==> src/rtl/ccd_pkg.sv <==
package ccd_pkg;
  typedef enum logic {
    MODE_LEGACY = 1'b0,
    MODE_EXT    = 1'b1
  } ccd_mode_e;

  typedef struct packed {
    logic rise;
    logic fall;
  } ccd_edge_t;
endpackage

==> src/rtl/ccd_ratio_calc.sv <==
module ccd_ratio_calc
  import ccd_pkg::*;
#(
  parameter int DIV_W   = 8,
  parameter bit EXT_EN  = 1'b1,
  parameter int RATIO_W = DIV_W + 2
) (
  input  logic [DIV_W-1:0]   div_i,
  input  logic               odd_i,
  input  ccd_mode_e          mode_i,
  output logic [RATIO_W-1:0] ratio_o
);
  logic [RATIO_W-1:0] even_ratio;

  assign even_ratio = {1'b0, div_i, 1'b0} + RATIO_W'(2);

  generate
    if (EXT_EN) begin : g_ext
      logic [RATIO_W-1:0] odd_ratio;
      assign odd_ratio = {1'b0, div_i, odd_i} + RATIO_W'(2);
      assign ratio_o   = (mode_i == MODE_EXT) ? odd_ratio : even_ratio;
    end else begin : g_legacy_only
      logic unused_sel;
      assign unused_sel = odd_i ^ mode_i;
      assign ratio_o    = even_ratio;
    end
  endgenerate
endmodule

==> src/rtl/ccd_phase_gen.sv <==
module ccd_phase_gen
  import ccd_pkg::*;
#(
  parameter int RATIO_W   = 10,
  parameter int DEF_RATIO = 512
) (
  input  logic               clk_i,
  input  logic               rst_ni,
  input  logic               sw_rst_i,
  input  logic               run_i,
  input  logic [RATIO_W-1:0] ratio_new_i,
  output logic               card_clk_o,
  output ccd_edge_t          edge_o,
  output logic [RATIO_W-1:0] ratio_o
);
  localparam int CNT_W = RATIO_W - 1;

  logic [RATIO_W-1:0] ratio_q;
  logic [CNT_W-1:0]   cnt_q;
  logic               clk_q;
  ccd_edge_t          edge_q;

  logic [CNT_W-1:0] hi_len, lo_len, cur_len;
  logic             phase_end;

  // odd ratios: high phase is the shorter half
  assign hi_len    = ratio_q[RATIO_W-1:1];
  assign lo_len    = CNT_W'(ratio_q - RATIO_W'(hi_len));
  assign cur_len   = clk_q ? hi_len : lo_len;
  assign phase_end = (cnt_q == cur_len - CNT_W'(1));

  always_ff @(posedge clk_i or negedge rst_ni) begin
    if (!rst_ni) begin
      ratio_q <= RATIO_W'(DEF_RATIO);
      cnt_q   <= '0;
      clk_q   <= 1'b0;
      edge_q  <= '0;
    end else if (sw_rst_i) begin
      ratio_q <= RATIO_W'(DEF_RATIO);
      cnt_q   <= '0;
      clk_q   <= 1'b0;
      edge_q  <= '0;
    end else begin
      edge_q <= '0;
      if (!clk_q && !run_i) begin
        cnt_q <= '0;
      end else if (phase_end) begin
        cnt_q <= '0;
        clk_q <= ~clk_q;
        if (!clk_q) begin
          edge_q.rise <= 1'b1;
          ratio_q     <= ratio_new_i;
        end else begin
          edge_q.fall <= 1'b1;
        end
      end else begin
        cnt_q <= cnt_q + CNT_W'(1);
      end
    end
  end

  assign card_clk_o = clk_q;
  assign edge_o     = edge_q;
  assign ratio_o    = ratio_q;
endmodule

==> src/rtl/card_clk_div.sv <==
module card_clk_div
  import ccd_pkg::*;
#(
  parameter int DIV_W  = 8,
  parameter bit EXT_EN = 1'b1
) (
  input  logic               clk_i,
  input  logic               rst_ni,
  input  logic               sw_rst_i,
  input  logic [DIV_W-1:0]   div_i,
  input  logic               odd_i,
  input  logic               ext_mode_i,
  input  logic               pwr_save_dis_i,
  output logic               card_clk_o,
  output logic               clk_rise_o,
  output logic               clk_fall_o,
  output logic [DIV_W+1:0]   div_eff_o
);
  localparam int RATIO_W   = DIV_W + 2;
  localparam int DEF_RATIO = 2 ** (DIV_W + 1);

  ccd_mode_e          mode_sel;
  logic [RATIO_W-1:0] ratio_new;
  ccd_edge_t          edges;

  assign mode_sel = ext_mode_i ? MODE_EXT : MODE_LEGACY;

  ccd_ratio_calc #(
    .DIV_W  (DIV_W),
    .EXT_EN (EXT_EN),
    .RATIO_W(RATIO_W)
  ) u_ratio (
    .div_i  (div_i),
    .odd_i  (odd_i),
    .mode_i (mode_sel),
    .ratio_o(ratio_new)
  );

  ccd_phase_gen #(
    .RATIO_W  (RATIO_W),
    .DEF_RATIO(DEF_RATIO)
  ) u_phase (
    .clk_i      (clk_i),
    .rst_ni     (rst_ni),
    .sw_rst_i   (sw_rst_i),
    .run_i      (pwr_save_dis_i),
    .ratio_new_i(ratio_new),
    .card_clk_o (card_clk_o),
    .edge_o     (edges),
    .ratio_o    (div_eff_o)
  );

  assign clk_rise_o = edges.rise;
  assign clk_fall_o = edges.fall;
endmodule

==> config.mk <==
export PLATFORM = sky130hd
export DESIGN_NAME = card_clk_div
export DESIGN_NICKNAME = d
export VERILOG_FILES = /design/src/rtl/ccd_pkg.sv /design/src/rtl/ccd_ratio_calc.sv /design/src/rtl/ccd_phase_gen.sv /design/src/rtl/card_clk_div.sv
export SDC_FILE = /design/constraint.sdc
export NUM_CORES = 1
export LEC_CHECK = 0
export CAP_MARGIN = 20
export CORE_ASPECT_RATIO = 1.1
export CORE_UTILIZATION = 55
export CTS_CLUSTER_DIAMETER = 30
export DETAILED_ROUTE_END_ITERATION = 10
export PLACE_DENSITY = 0.8
export SLEW_MARGIN = 25
export SYNTH_ARGS = -nofsm -noshare
export SYNTH_HDL_FRONTEND = slang
export SYNTH_SLANG_ARGS = --single-unit
==> constraint.sdc <==
create_clock -name clk_i -period 4.7 [get_ports clk_i]
set_input_delay 1.41 -clock clk_i [delete_from_list [all_inputs] [get_ports clk_i]]
set_output_delay 1.41 -clock clk_i [all_outputs]
set_load 0.01 [all_outputs]
=== Word-level counts from Yosys, hierarchy flattened ===
Index checks and enable logic that the tools add are counted.

* Bits in registers: 22
* Bits of input ports: 14
* Word-level logic and storage cells: 38
* Output and inout port bits: 13

* $add $sub $neg: 5
* Equality and inequality tests: 3
* Bitwise operators: 1
* Multiplexer cells: 18
* Reduce and logical (&&, ||, !) cells: 6

{| class="wikitable"
|+ Operator list
! cell !! count
|-
| 2-to-1 mux 10 bit || 5
|-
| 2-to-1 mux 9 bit || 4
|-
| adder 9 x 2 -> 10 bit, second input constant || 2
|-
| adder 9 x 1 -> 9 bit, second input constant || 1
|-
| equality test 9 bit || 1
|-
| subtractor 9 x 1 -> 9 bit, second input constant || 1
|-
| subtractor 9 bit || 1
|-
| 2-to-1 mux 1 bit || 6
|-
| 2-to-1 mux 2 bit || 3
|-
| != test 2 bit, second input constant || 2
|-
| AND reduction 3 bit || 1
|-
| zero test 1 bit || 2
|-
| AND reduction 2 bit || 1
|-
| nonzero test 2 bit || 1
|-
| logical AND 1 bit || 1
|-
| inverter 1 bit || 1
|}

=== Depth between registers and ports, before layout ===
Gate-level depths: netlist of the first run.

* Depth after elaboration: 7
* Mapped depth: 15
* Depth with buffers taken out: 13

=== Hierarchy ===
From an unflattened synthesis of the first run, not the netlist that was laid out.

* Cell total of the unflattened synthesis: 245
* Area total of the unflattened synthesis: 2,124.5 um2

{| class="wikitable"
|+ Modules (own cells, without submodules)
! module !! sequential area each (um2) !! area each (um2) !! instances !! cells an instance
|-
| ccd_phase_gen || 551.8 || 1,996.9 || 1 || 226
|-
| ccd_ratio_calc || 0.0 || 127.6 || 1 || 19
|}

=== Worst setup path before layout of the first run ===
OpenSTA, ideal clock, no wires.

* Path kind: register to register
* Start: register u_phase.clk_q, in the netlist u_phase.card_clk_o
* End: register u_phase.ratio_q[9], in the netlist u_phase.ratio_o[9]
* Path buffers: 4
* Setup slack: 1,358 ps
* Library setup time: 80 ps
* Cell stages (with the launch flop): 14
* Arrival time: 3,262 ps
* Period minus slack after synthesis: 3,342 ps
* Required time: 4,620 ps
* Cells stage by stage: dfrtp_1 buf_2 buf_2 buf_1 mux2_2 ha_1 and2_1 xnor3_1 o2bb2ai_1 and2_1 o211ai_4 or4_4 buf_6 o22a_1

* Cells in the longest elaborated chain, start to end: 5
* Elaborated cells between the ends (all ways): 9
* Those cells by class: 1 x add/sub; 3 x eq/ne; 1 x mux; 4 x reduce/logical

{| class="wikitable"
|+ Ends and longest elaborated chain
! what !! line !! source
|-
| start: declaration || ccd_phase_gen.sv:20 || <nowiki>logic clk_q;</nowiki>
|-
| start signal: assignment || ccd_phase_gen.sv:49 || <nowiki>clk_q <= ~clk_q;</nowiki>
|-
| 2-to-1 mux 9 bit || ccd_phase_gen.sv:29 || <nowiki>assign cur_len = clk_q ? hi_len : lo_len;</nowiki>
|-
| subtractor 9 x 1 -> 9 bit || ccd_phase_gen.sv:30 || <nowiki>assign phase_end = (cnt_q == cur_len - CNT_W'(1));</nowiki>
|-
| equality test 9 bit || ccd_phase_gen.sv:30 ||
|-
| nonzero test 2 bit (no line) || n/a ||
|-
| AND reduction 3 bit (no line) * || n/a ||
|-
| end signal: assignment || ccd_phase_gen.sv:34 || <nowiki>ratio_q <= RATIO_W'(DEF_RATIO);</nowiki>
|-
| end signal: assignment || ccd_phase_gen.sv:39 || <nowiki>ratio_q <= RATIO_W'(DEF_RATIO);</nowiki>
|-
| end signal: assignment || ccd_phase_gen.sv:52 || <nowiki>ratio_q <= ratio_new_i;</nowiki>
|-
| end: declaration || ccd_phase_gen.sv:18 || <nowiki>logic [RATIO_W-1:0] ratio_q;</nowiki>
|}

Every way passes the cells marked *; elsewhere a longest branch is shown, timed or not.
A chain may end at the register's enable or synchronous reset.

=== Worst setup path in the final report of the first run ===
* Start: register u_phase.ratio_q[2], in the netlist u_phase.ratio_o[2]
* End: register u_phase.ratio_q[1], in the netlist u_phase.ratio_o[1]

* Cells in the longest elaborated chain, start to end: 6

{| class="wikitable"
|+ Ends and longest elaborated chain
! what !! line !! source
|-
| subtractor 9 bit || ccd_phase_gen.sv:28 || <nowiki>assign lo_len = CNT_W'(ratio_q - RATIO_W'(hi_len));</nowiki>
|-
| 2-to-1 mux 9 bit * || ccd_phase_gen.sv:29 ||
|-
| subtractor 9 x 1 -> 9 bit * || ccd_phase_gen.sv:30 ||
|-
| equality test 9 bit * || ccd_phase_gen.sv:30 ||
|-
| nonzero test 2 bit (no line) * || n/a ||
|-
| AND reduction 3 bit (no line) * || n/a ||
|}

Marked as above.

==> metrics, run 1 <==
status=finished, violations left; failing checks=DRC; Fmax=between 200 and 300 MHz; leading cell type in the layout, fill and taps excluded=clkdlybuf4s50_1; CTS Buf Count=3; clk_skew=between 0.0015 and 0.002 ns; post-CTS setup buffers=0; clock sinks=22; Total GRT Usage=24.0%; row count=22; # nets final=roughly 260; WL/cell=about 14 µm; global route overflow=0; Synth area leader=dfrtp_1; total number of H-tree levels=1; Final setup viols=0; worst vdd ir=around 130 µV; Synth async-reset ratio=100%; setup_tns=0 ns; first-pass GRT wire length=6920 µm; layout cells sized above 1=roughly a tenth; initial DRC count=84; Yosys Warn Count=0; Hold WC Path Type=reg2reg; ys flop type=dfrtp_1; post-route minimum period=about 3.6 ns; synth top area cells=dfrtp_1 (27%), ha_1 (7.2%), xnor2_1 (6.0%), xor2_1 (6.0%), nor2_1 (4.7%); WL final=3980 µm; RSZ-0062 raised after global routing=false; Final Slew Violations=0; drt drc=1; post-synthesis cell count=roughly 210; hold buffers post-CTS=0; clock-pin slew on the worst setup and hold paths=about 0.12 ns; worst slew pin tran=~0.71 ns; CP Capture Type=flop; clock root buffer=clkbuf_4; Worst EP required=roughly 5 ns; Hold Vio Cnt, Final=0; core area=between 3000 and 4000 µm²; setup ws final=between 1 and 1.5 ns; Cell variety after synth=53; die area=~3700 µm²; largest net degree at the start of global routing=23; Post-Syn Area=1910 µm²; DIE HEIGHT=about 64 µm; antenna diode count=0; IO Port Bufs=26; Slew Limit Headroom=a little over half; Leakage=a little over 0.9 nW; Die X=58.2 µm; Layout area overhead=16.4%; CP arrival=3.76 ns; Pwr Density=between 100 and 150 nW/µm²; CP Class=reg2reg; DRT Pass-1 Iters=7; worst hold slack=~0.58 ns; starting density of the core=a little under three fifths; post_cts resized=0; sequential fraction of the synthesis area=28.8%; Place WS=between 1 and 1.5 ns; DP HPWL=about 3100 µm; Final Core Density=roughly two thirds; nature of the critical path startpoint=flop; initial antenna violation count=0; antenna viol nets, final=0; CTS Buffer Depth=2; I/O pins=27; Avg Cell Area, Syn=around 9.1 µm²; worst skew pair latency=about 0.3 ns; Synth Register Bits=22; most frequent cells in the layout=clkdlybuf4s50_1 (25), nor2_1 (24), dfrtp_1 (21); TritonCTS clock tree=built; worst-path maximum fanout=9; EDFF count, synth=0; Final Cycle Share=76.6%; Synthesized Nets=roughly 240; via count=1566; GP Congestion=around 0.86; DR vias/cell=~5.5; MaxCap Viol Count=0; top-area cell type share of the netlist area=27.5%; vias in the first global route=about 1500
## critical path, stage by stage (launching register included)
cell,delay (ns)
dfrtp_1,0.48
inv_1,0.10
ha_1,0.28
nand2b_1,0.10
a211oi_2,0.36
nor3b_1,0.11
o31ai_2,0.38
and3_1,0.30
mux2i_1,0.21
a22o_2,0.21
o211ai_4,0.13
o31ai_2,0.61
o22ai_1,0.18
## state kept, by name, summed over array words and instances (netlist names)
| name | cells |
|---|---|
| u_phase.ratio_o | 10 |
| u_phase.cnt_q | 9 |
| u_phase.card_clk_o | 1 |
| u_phase.edge_o | 2 |
## area by class of cell
class                           instances  area [µm²]
Multi-Input combinational cell        168        1260
Fill cell                             276        1100
Sequential cell                        22         552
Timing Repair Buffer                   27         263
Inverter                               16        60.1
Tap cell                               48        60.1
Clock buffer                            4        26.3
## metrics by stage
step,area (µm²),instances,total power [mW]
2_1_floorplan,1910,211,0.206
3_3_place_gp,2200,281,0.225
3_5_place_dp,2200,281,0.226
4_1_cts,2230,285,0.314
5_1_grt,2230,285,0.326
6_report,2230,285,0.310
## synth_stat cells (3+ instances only)
master,number
o22ai_1,8
or3_1,3
and3_1,5
mux2i_1,6
dfrtp_1,21
nand4_1,3
nand3_1,12
a21oi_1,9
xor2_1,13
nand2_1,15
nor3_2,3
nor2_1,24
and2_1,3
xnor2_1,13
ha_1,11
inv_1,16
## routing by layer
metal / wire length [µm] / part of all wire [%] / global-route usage [%]
met1: 1930 / 48 / 33.0
met3: 83 / 2.1 / 2.23
met2: 1920 / 48 / 39.8
met4: 44 / 1.1 / 7.14
met5: 0 / 0 / 0
## cells by family after synthesis
group,share of synthesized area [%]
multiplexers,3.73
buffers and inverters,5.04
adder cells (fa/ha/maj),8.24
XOR/XNOR,13.1
AND/OR/NAND/NOR,23.0
flip-flops,28.8
AO/OA/AOI/OAI,18.1
## power breakdown
part           internal (mW)  leakage, nW  switching (mW)
Combinational         0.0147        0.600          0.0150
Sequential             0.190        0.303         0.00145
Clock                 0.0331       0.0150          0.0559
## final timing paths
path	startpoint	to	slack (ns)	depth (start not counted)
setup / recovery	u_phase.ratio_o[2]	u_phase.ratio_o[1]	1.10	12
max in group asynchronous	rst_ni	u_phase.ratio_o[9]	3.29	1
setup reg to reg	u_phase.ratio_o[2]	u_phase.ratio_o[1]	1.10	12
hold reg to reg	u_phase.cnt_q[0]	u_phase.cnt_q[0]	0.58	1
hold / removal	u_phase.cnt_q[0]	u_phase.cnt_q[0]	0.58	1
min in group asynchronous	rst_ni	u_phase.ratio_o[6]	1.06	1
Power figures use the tool's default switching activity.
==> run 2: changes to the inputs <==
CORE_UTILIZATION = 50   (was 55)
PLACE_DENSITY = 0.77   (was 0.8)
clock period = 3.14 ns   (was 4.7 ns; I/O delays follow)
==> metrics, run 2 (same netlist as run 1, synthesis figures left out) <==
Final Slew Violations=0; initial antenna violation count=0; drt drc=0; Slew Limit Headroom=a little over half; via count=approximately 1900; Final Cycle Share=107%; worst reg2reg setup slack=-0.23 ns; I/O pins=27; DIE HEIGHT=~67 µm; total number of H-tree levels=1; clock sinks=22; RSZ-0062 raised after global routing=true; worst-case hold path end point=u_phase.cnt_q[5]; post-route cell area=about 2700 µm²; vias in the first global route=roughly 1800; WL final=between 5000 and 6000 µm; starting density of the core=between 50 and 60%; layout cells sized above 1=29.9%; worst slew pin tran=around 0.71 ns; DRT Pass-1 Iters=6; Final setup viols=21; Reg2Reg Depth=13; reg-to-reg endpoint=u_phase.ratio_o[9]; largest net degree at the start of global routing=16; WL/cell=16.6 µm; GP Congestion=between 0.8 and 0.9; Crit path max-delay family=compound AO/OA/AOI/OAI gates; first-pass GRT wire length=around 8200 µm; hold depth=2; IO Port Bufs=26; leading cell type in the layout, fill and taps excluded=buf_4; CTS Buffer Depth=2; die area=4080 µm²; Worst EP required=between 3 and 4 ns; worst hold slack=roughly 0.57 ns; row count=23; Die X=61.0 µm; most frequent cells in the layout=buf_4 (31), clkdlybuf4s50_1 (26), nor2_1 (23); CP max stage delay=0.46 ns; Hold Vio Cnt, Final=0; slowest cell on the critical path=or4_4; met2 WL=2810 µm; clock root buffer=clkbuf_8; Pwr Density=a little under 200 nW/µm²; core area=approximately 3700 µm²; hold buffers post-CTS=0; worst vdd ir=221 µV; initial DRC count=74; Fmax=slightly below 300 MHz; clk_skew=just over 0.009 ns; setup ws final=-0.234 ns; TritonCTS clock tree=built; Final Core Density=around three quarters; WL met3=177 µm; CP Capture Type=flop; # nets final=about 300; reg2reg start=u_phase.ratio_o[5]; antenna viol nets, final=0; status=finished, violations left; Place WS=-0.118 ns; DR vias/cell=5.80; Total GRT Usage=27.5%; failing checks=setup timing; nature of the critical path startpoint=flop; cells along the critical path=inv_1 > ha_1 > nor2_1 > a21oi_1 > o21ba_2 > o31ai_2 > and3_4 > mux2i_1 > a22o_2 > o211ai_4 > buf_12 > or4_4 > o22a_1; CP Class=reg2reg; post-route minimum period=about 3.4 ns; clock-pin slew on the worst setup and hold paths=~0.090 ns; setup_tns=-3.48 ns; MaxCap Viol Count=0; Hold WC Path Type=reg2reg; worst-path maximum fanout=5; worst skew pair latency=around 0.27 ns; min-delay src=u_phase.cnt_q[5]; CP arrival=between 3 and 4 ns; Layout area overhead=41.3%; DP HPWL=around 3500 µm; Max Used Layer=met4; Worst Path Buf+Inv=2; max reg flops=10; M1 wire length=2190 µm; global route overflow=0; CTS Buf Count=3; placed inst area=~2400 µm²; antenna diode count=0; Leakage=~1.1 nW
## run 2: changes by cell type in the layout (fill, tap and decap cells not counted), moves of 4 or more
| cell | delta |
|---|---|
| ha_4 | +4 |
| o22ai_2 | +4 |
| ha_1 | -4 |
| o22ai_1 | -4 |
| buf_4 | +30 |
## run 2: layer usage
| metal | up-vias | global-route usage, % |
|---|---|---|
| met5 | - | 0 |
| met4 | 0 | 10.8 |
| met3 | 17 | 3.11 |
| met2 | 57 | 47.1 |
| met1 | 908 | 34.7 |
| li1 | 880 | - |
## run 2: what timing repair did
item / CTS / global route
buffers inserted: 6 / 1
gates cloned: 1 / 0
setup endpoints to repair: 21 / 22
gates resized for setup: 22 / 10
pin swaps: 7 / 4
## run 2: power breakdown
part | leakage, nW | switching [mW] | total [mW] | internal (mW)
Combinational | 0.822 | 0.0274 | 0.0525 | 0.0251
Clock | 0.0228 | 0.101 | 0.192 | 0.0908
Sequential | 0.300 | 0.00243 | 0.287 | 0.284
## run 2: final cells by class
cell class              instances  area [µm²]
multi-input cells             169        1450
fillers                       237         951
flip-flops and latches         22         554
repair buffers                 60         536
well taps                      50        62.6
inverters                      16        60.1
clock buffers                   4        45.0
## run 2: worst max-delay path by stage
stage	from	endpoint	depth (start not counted)
floorplan	u_phase.ratio_o[0]	u_phase.ratio_o[9]	15
global placement	u_phase.ratio_o[0]	u_phase.ratio_o[1]	12
detailed placement	u_phase.ratio_o[0]	u_phase.ratio_o[9]	12
CTS	u_phase.ratio_o[1]	u_phase.ratio_o[1]	13
global route	u_phase.ratio_o[5]	u_phase.ratio_o[9]	14
finish	u_phase.ratio_o[5]	u_phase.ratio_o[9]	13
## run 2: worst min-delay path: cells and delay by family (launching register included)
kind / cells / cell delay (ns)
XOR/XNOR: 1 / 0.08
flip-flops: 1 / 0.39
AND/OR/NAND/NOR: 1 / 0.07
## run 2: through the flow
stage | total power [mW] | std cells
after CTS | 0.527 | 320
final | 0.531 | 321
after global routing | 0.550 | 321
after detailed placement | 0.341 | 309
after floorplan | 0.308 | 211
after global placement | 0.339 | 309
==> run 3: changes to the inputs <==
RECOVER_POWER = 100   (was unset)
==> metrics, run 3 (same netlist as run 1, synthesis figures left out) <==
post-route minimum period=around 3.4 ns; die area=a little over 4000 µm²; largest net degree at the start of global routing=16; Final Core Density=about three quarters; Hold WC Path Type=reg2reg; clk_skew=approximately 0.009 ns; hold depth=2; Max Used Layer=met4; DRT Pass-1 Iters=5; GP Congestion=0.872; Slew Limit Headroom=52.9%; MaxCap Viol Count=0; initial DRC count=~70; row count=23; Reg2Reg Depth=13; setup ws final=-0.230 ns; initial antenna violation count=0; DR vias/cell=5.81; CTS Buffer Depth=2; max reg flops=10; status=finished, violations left; CP arrival=around 3.6 ns; M1 wire length=about 2200 µm; leading cell type in the layout, fill and taps excluded=buf_4; via count=roughly 1900; worst slew pin tran=0.704 ns; WL/cell=approximately 17 µm; Hold Vio Cnt, Final=0; IO Port Bufs=26; clock-pin slew on the worst setup and hold paths=approximately 0.09 ns; antenna viol nets, final=0; hold buffers post-CTS=0; worst vdd ir=221 µV; Worst EP required=between 3 and 4 ns; DP HPWL=3510 µm; Final setup viols=21; placed inst area=around 2400 µm²; antenna diode count=0; clock root buffer=clkbuf_8; drt drc=0; Die X=around 61 µm; # nets final=298; Leakage=between 1 and 1.5 nW; CP Class=reg2reg; core area=3650 µm²; Total GRT Usage=27.5%; Fmax=297 MHz; Pwr Density=a little under 200 nW/µm²; Final Slew Violations=0; Final Cycle Share=107%; worst skew pair latency=roughly 0.27 ns; WL final=5330 µm; most frequent cells in the layout=buf_4 (30), nor2_1 (23), dfrtp_1 (19); starting density of the core=52.3%; total number of H-tree levels=1; WL met3=between 150 and 200 µm; layout cells sized above 1=29.5%; first-pass GRT wire length=about 8200 µm; nature of the critical path startpoint=flop; CTS Buf Count=3; met2 WL=between 2000 and 3000 µm; DIE HEIGHT=about 67 µm; vias in the first global route=between 1500 and 2000; global route overflow=0; Layout area overhead=41.1%; clock sinks=22; post-route cell area=2700 µm²; I/O pins=27; TritonCTS clock tree=built; failing checks=setup timing; CP Capture Type=flop; RSZ-0062 raised after global routing=true; setup_tns=-3.43 ns; worst-path maximum fanout=5
-- run 3: critical path, stage by stage, from the launching register on --
cell and delay (ns):
dfrtp_1 0.39, inv_1 0.08, ha_1 0.29, nor2_1 0.24
a21oi_1 0.18, o21ba_2 0.25, o31ai_2 0.29, and3_4 0.26
mux2i_1 0.20, a22o_2 0.20, o211ai_4 0.11, buf_12 0.14
or4_4 0.46, o22a_1 0.19
-- run 3: where the power goes --
group	leakage, nW	switching [mW]	total, mW	internal (mW)
Sequential	0.300	0.00240	0.287	0.284
Clock	0.0228	0.101	0.192	0.0908
Combinational	0.847	0.0275	0.0518	0.0243
-- run 3: final cells by class --
cell class              count  area [µm²]
well taps                  50        62.6
inverters                  16        60.1
multi-input cells         169        1450
repair buffers             60         532
flip-flops and latches     22         554
clock buffers               4        45.0
fillers                   237         955
-- run 3: per-layer routing --
layer  track usage (%)  up-vias
met5                 0        -
met4              10.8        0
met3              3.11       17
met2              47.1       56
met1              34.7      912
li1                  -      880
-- run 3: worst paths after layout --
kind	start	endpoint	slack, ns
max in group asynchronous	rst_ni	u_phase.cnt_q[2]	1.16
min in group asynchronous	rst_ni	u_phase.cnt_q[6]	1.15
setup reg to reg	u_phase.ratio_o[5]	u_phase.ratio_o[9]	-0.23
hold reg to reg	u_phase.cnt_q[5]	u_phase.cnt_q[5]	0.57
hold / removal	u_phase.cnt_q[5]	u_phase.cnt_q[5]	0.57
setup / recovery	u_phase.ratio_o[5]	u_phase.ratio_o[9]	-0.23
-- run 3: repair_timing --
| action | in CTS | in global routing |
|---|---|---|
| gates cloned | 1 | 0 |
| setup buffers | 6 | 1 |
| gates resized for setup | 22 | 10 |
| pin swaps | 7 | 4 |
| endpoints found under the setup margin | 21 | 22 |
-- run 3: through the flow --
stage	hold WS, ns	cells	power [mW]	worst slack [ns]
global placement	0.549	309	0.339	-0.0726
CTS	0.578	320	0.527	-0.0967
floorplan	0.507	211	0.308	-0.0931
detailed placement	0.559	309	0.341	-0.118
finish	0.572	321	0.530	-0.230
global route	0.620	321	0.549	-0.362
